===== src/rtl/busclr_seq.sv =====
module busclr_seq #(
  parameter int DIV_W  = 8,
  parameter int CLOCKS = 9
) (
  input  logic             clk,
  input  logic             rst_n,
  input  logic             req,
  input  logic [DIV_W-1:0] div,
  output logic             scl_oe,
  output logic             sda_oe,
  output logic             done
);
  localparam int CLK_END  = 6 + 4 * CLOCKS;
  localparam int SEG_LAST = CLK_END + 9;
  localparam int SEG_W    = $clog2(SEG_LAST + 1);

  logic             busy;
  logic [SEG_W-1:0] seg;
  logic [DIV_W-1:0] cnt, div_q;
  logic             scl_low, sda_low;

  always_ff @(posedge clk or negedge rst_n) begin
    if (!rst_n) begin
      busy  <= 1'b0;
      seg   <= '0;
      cnt   <= '0;
      div_q <= DIV_W'(1);
      done  <= 1'b0;
    end else begin
      done <= 1'b0;
      if (!busy) begin
        if (req) begin
          busy  <= 1'b1;
          seg   <= '0;
          cnt   <= '0;
          div_q <= (div == '0) ? DIV_W'(1) : div;
        end
      end else if (cnt == div_q - DIV_W'(1)) begin
        cnt <= '0;
        if (seg == SEG_W'(SEG_LAST)) begin
          busy <= 1'b0;
          done <= 1'b1;
        end else begin
          seg <= seg + SEG_W'(1);
        end
      end else begin
        cnt <= cnt + DIV_W'(1);
      end
    end
  end

  always_comb begin
    int s;
    s = int'(seg);
    scl_low = (s >= 4 && s < 6)
           || (s >= 6 && s < CLK_END && ((s - 6) % 4) >= 2)
           || (s >= CLK_END + 4 && s < CLK_END + 6);
    sda_low = (s >= 2 && s < 5)
           || (s >= CLK_END + 2 && s < CLK_END + 8);
  end

  assign scl_oe = busy & scl_low;
  assign sda_oe = busy & sda_low;
endmodule


===== config.mk =====
export PLATFORM = sky130hd
export DESIGN_NAME = busclr_seq
export DESIGN_NICKNAME = d
export VERILOG_FILES = /design/src/rtl/busclr_seq.sv
export SDC_FILE = /design/constraint.sdc
export NUM_CORES = 1
export LEC_CHECK = 0
export ABC_AREA = 1
export BUFFER_PORTS_ARGS = -buffer_cell sky130_fd_sc_hd__buf_4
export CORE_MARGIN = 2
export CORE_UTILIZATION = 60
export CTS_BUF_LIST = sky130_fd_sc_hd__clkbuf_2
export DETAILED_ROUTE_END_ITERATION = 8
export HOLD_SLACK_MARGIN = 0.05
export PLACE_DENSITY = 0.76
export SLEW_MARGIN = 20
export SYNTH_ARGS = -nofsm -noshare
export SYNTH_HDL_FRONTEND = slang
export SYNTH_SLANG_ARGS = --single-unit

===== constraint.sdc =====
create_clock -name clk -period 2.3 [get_ports clk]
set_clock_uncertainty 0.2 [all_clocks]
set_input_delay 0.23 -clock clk [delete_from_list [all_inputs] [get_ports clk]]
set_output_delay 0.23 -clock clk [all_outputs]
set_load 0.03 [all_outputs]

* Word-level counts from Yosys, hierarchy flattened
Cells that the tools add are included.
** Storage, ports and cells
- Flip-flop bits (word level) :: 24
- Latch bits :: 0
- Bits in writable memories :: 0
- Memory bits (read-only) :: 0
- Bits of input ports :: 11
- Output and inout port bits :: 3
- Logic and storage cells :: 57
- Memories :: 0
** Cells by class
- $add $sub $neg :: 4
- $mul :: 0
- Divide/modulo/power cells :: 0
- $lt $le $gt $ge :: 11
- Equal/unequal tests :: 4
- Shifts and indexed selects :: 0
- Multiplexer cells :: 15
- Bitwise logic cells :: 4
- Reduce and logical (&&, ||, !) cells :: 14
** Operators by type and width (count)
- $mux W8 :: 4
- $mux W6 :: 4
- $lt A6 B6 Y1 const B :: 3
- $ge A6 B3 Y1 const B :: 2
- $ge A6 B6 Y1 const B :: 2
- $lt A6 B3 Y1 const B :: 2
- $add A8 B1 Y8 const B :: 1
- $eq A8 B8 Y1 :: 1
- $logic_not A8 Y1 :: 1
- $sub A8 B1 Y8 const B :: 1
- $mux W1 :: 7
- $sub A6 B3 Y7 const B :: 1
- $add A6 B1 Y6 const B :: 1
- $eq A6 B6 Y1 const B :: 1
- $ge A6 B2 Y1 const B :: 1
- $logic_and A1 B1 Y1 :: 6
- $and A1 B1 Y1 :: 3
- $ge A3 B3 Y1 const B :: 1
- $logic_or A1 B1 Y1 :: 3
- $reduce_and A3 Y1 :: 1
- $ne A2 B1 Y1 const B :: 1
- $ne A2 B2 Y1 const B :: 1
- $reduce_and A2 Y1 :: 1
- $reduce_bool A2 Y1 :: 1
- 2 further kinds :: 2

* Longest topological paths before layout
- Word-level depth :: 8
- Gate-level depth with buffers :: 14
- Gate-level depth less buffers :: 14

* Worst setup path after synthesis
Ideal clock, no wire load.
- Path kind :: reg-to-reg
- From :: register div_q[0]
- To :: register seg[2]
- Data arrival time :: 1680 ps
- Required time :: 1982 ps
- Path slack :: 303 ps
- Stages on the path, launching flop included :: 15
- Cell sequence :: dfstp_2 > inv_2 > ha_1 > inv_1 > nand2_1 > nand3_1 > nand2_1 > inv_1 > nand3_1 > nor2_1 > nand2_2 > nand2_4 > nand3_2 > nand2_1 > nand2_1
** Between the ends
- Longest elaborated chain between the ends :: 4
** Ends and longest elaborated chain
- start: declaration :: line 19 : logic [DIV_W-1:0] cnt, div_q;
- start signal: assignment :: line 36 : div_q <= (div == '0) ? DIV_W'(1) : div;
- $sub A8 B1 Y8 :: line 38 : end else if (cnt == div_q - DIV_W'(1)) begin
- $eq A8 B8 Y1 :: line 38
- $ne A2 B1 Y1 (no line)
- $reduce_and A3 Y1 (no line)
- end signal: assignment :: line 44 : seg <= seg + SEG_W'(1);
- end: declaration :: line 18 : logic [SEG_W-1:0] seg;
No other way between the ends.
A chain may end at the register's enable or synchronous reset.

* Final worst setup path
Same ends and word-level chain as after synthesis.

==> metrics.cfg <==
[timing]
drv_slew = 0
setup_viol = 0
fin_crit_sh_pct = 96.74
max_freq_mhz = 449.4
fin_crit_ns = 2.225
finalHoldViolations = 0
tightestPinTransition_ns = 0.4327
finalWorstSetupSlack_ns = 0.07504
max_slew_margin_pct = 71.08
tns_ns = 0

[place]
dpl-instance-area_mm2 = 0.001710
placedCellCount = 256
dp_slack_ns = 0.04725
gp_congestion = 0.8867
dp_hpwl_um = 2578
io_buffers = 13

[clocking]
clk_path_buf_depth = 2
cts_max_level = 1
cts-root-buf = clkbuf_2
clk_pin_slew_ns = 0.26
clk_latency_ns = 0.37
cts_sinks = 24
numCtsBuffers = 3
cts_tree = yes

[floorplan]
coreArea_mm2 = 0.002500
rows = 18
io_pins = 14
start_util_pct = 63.86
die_w_um = 55.59
die_h_um = 55.59
die_area_mm2 = 0.003090

[power_and_ir_drop]
peakVddDrop_mv = 0.4094
power_mw = 0.7518
p_per_area_mw_per_mm2 = 379.4
p_leak_nw = 0.9630

[synth]
ys_seq_area_share_pct = 37.70
postSynthRegisterBits = 24
synthArstFlopShare_pct = 100.0
ys_warn_count = 0
ys_types = 33
syn_nets = 232
syn_area_mm2 = 0.001597
syn_avg_cell_area_um2 = 7.357
synth_edf_count = 0
synth_cells = 217
ys.flop_type = dfrtp_1

[drt]
firstDrtPassIters = 4
wl_um = 3935
drc_errors = 0
ant_nets = 0
wl_per_cell_um = 14.00
vias = 1556
vias_per_cell = 5.537
first_iter_violations = 72

[cells_and_area]
finalNonFillerCells = 281
syn_to_final_growth_pct = 24.14
finalInstanceArea_mm2 = 0.001982
drive_above_1_share_pct = 19.52
antenna_cells = 0
nets = 267

[critical_path]
rrSetupSlack_ns = 0.08
crit_top_cell = nand2_1
r2r_end = seg[2]
cp_slowest_cell = dfstp_2
critPathCaptureType = flop
r2r-start = div_q[0]
critPathKind = flop to flop
reg2reg_depth = 14
path_cells = inv_4 -> ha_4 -> inv_1 -> nand2_1 -> nand3_2 -> nand2_1 -> inv_1 -> nand3_1 -> nor2_1 -> nand2_2 -> nand2_4 -> buf_4 -> nand4_1 -> nand2_1
crit_arrival_ns = 2.34
crit_required_ns = 2.42
max_stage_delay_ns = 0.64
crit_path_max_fanout = 8
start_kind = flop

[grt]
grt_pass1_wl_um = 5878
grt_pass1_vias = 1280
grt_start_max_net_pins = 25
grt_use_total_pct = 23.69
antenna_found_initial = 0
grt.overflow.total = 0

[worst_hold_path]
hold_path_class = input port to async pin

[outcome]
run_status = finished clean

[run]
max-cap-violations = 0

==> logic make-up (layout without fill, tap and decap cells) <==
family / Yosys count / after routing / share of synthesized area (%)
simple gates: 121 / 121 / 34.80
buf+inv: 30 / 64 / 7.680
flops: 24 / 24 / 37.70
compound gates: 22 / 22 / 7.602
xor+xnor: 14 / 14 / 7.680
fa+ha+maj: 4 / 4 / 3.135
mux: 2 / 2 / 1.411
==> worst max-delay path: cells and delay by family, from the launching register on <==
family	cells	cell delay, ns
flip-flops	1	0.64
AND/OR/NAND/NOR	9	0.81
buffers and inverters	4	0.33
adder cells (fa/ha/maj)	1	0.17
==> flip-flops by register name (all words and copies together), names as in the netlist <==
signal  count
seg         6
busy        1
cnt         8
done        1
div_q       8
==> cell usage after synthesis (all sizes together), types with 2 or more instances <==
| library cell | instances | area (um2) |
|---|---|---|
| o22ai | 4 | 25.02 |
| nor2 | 24 | 100.1 |
| nor4 | 2 | 12.51 |
| nor3 | 6 | 30.03 |
| dfrtp | 23 | 575.6 |
| mux2 | 2 | 22.52 |
| ha | 4 | 50.05 |
| buf | 2 | 16.26 |
| xor2 | 10 | 87.58 |
| o21ai | 13 | 65.06 |
| nand4 | 10 | 62.56 |
| a21oi | 2 | 10.01 |
| inv | 24 | 90.09 |
| nand2 | 59 | 236.5 |
| xnor2 | 4 | 35.03 |
| nand3 | 18 | 100.1 |
| clkbuf | 3 | 12.51 |
==> through the flow <==
step,util (%),hold slack (ns)
global placement,68.42,-0.05958
finish,79.28,0.03517
detailed placement,68.42,-0.05454
CTS,74.22,0.06536
global route,79.28,0.05750
floorplan,-,-0.2656
==> worst max-delay path by stage <==
stage	from	to	slack, ns
after floorplan	div_q[0]	seg[2]	0.30
after global placement	div_q[0]	seg[2]	0.13
after detailed placement	div_q[0]	seg[3]	0.05
after CTS	div_q[0]	seg[3]	0.006
after global routing	div_q[0]	seg[2]	-0.07
final	div_q[0]	seg[2]	0.08
==> placed cells by master (no fill, tap or decap), types with 3 or more instances in the layout <==
master          n
o21ai_0        10
xor2_1         10
dlygate4sd3_1  10
dfrtp_1        22
inv_1          21
buf_4          23
xnor2_1         4
nand2_2         3
nand2_1        55
nor2_1         22
o21ai_1         3
nand3_2         3
nor3_1          6
nand3_1        14
nand4_1        10
o22ai_1         4
clkbuf_2        3
==> power breakdown <==
part	switching, mW	internal (mW)
combinational	0.0153	0.0225
sequential	0	0.423
clock	0.141	0.150
==> routing by layer <==
layer  vias up  global-route usage (%)  share of wire (%)
met1       709                   38.95                 49
met5         -                       0                  0
met2        54                   32.14                 43
li1        782                       -                  -
met4         0                   6.969                2.2
met3        11                   2.791                5.8
==> final cells by class <==
class	count	area, um2
repair buffers	35	295.3
clock inverters	1	30.03
flip-flops and latches	24	603.1
clock buffers	3	15.01
well taps	30	37.54
fillers	182	518.0
multi-input cells	163	904.6
inverters	25	96.34
==> what timing repair did <==
item                                    in CTS  in global routing
setup buffers                                0                 11
endpoints found under the hold margin       34                  0
endpoints found under the setup margin       0                 12
resized for setup                            0                 12
hold buffers                                10                  0
Note: power is estimated with default switching activity, not from simulation.
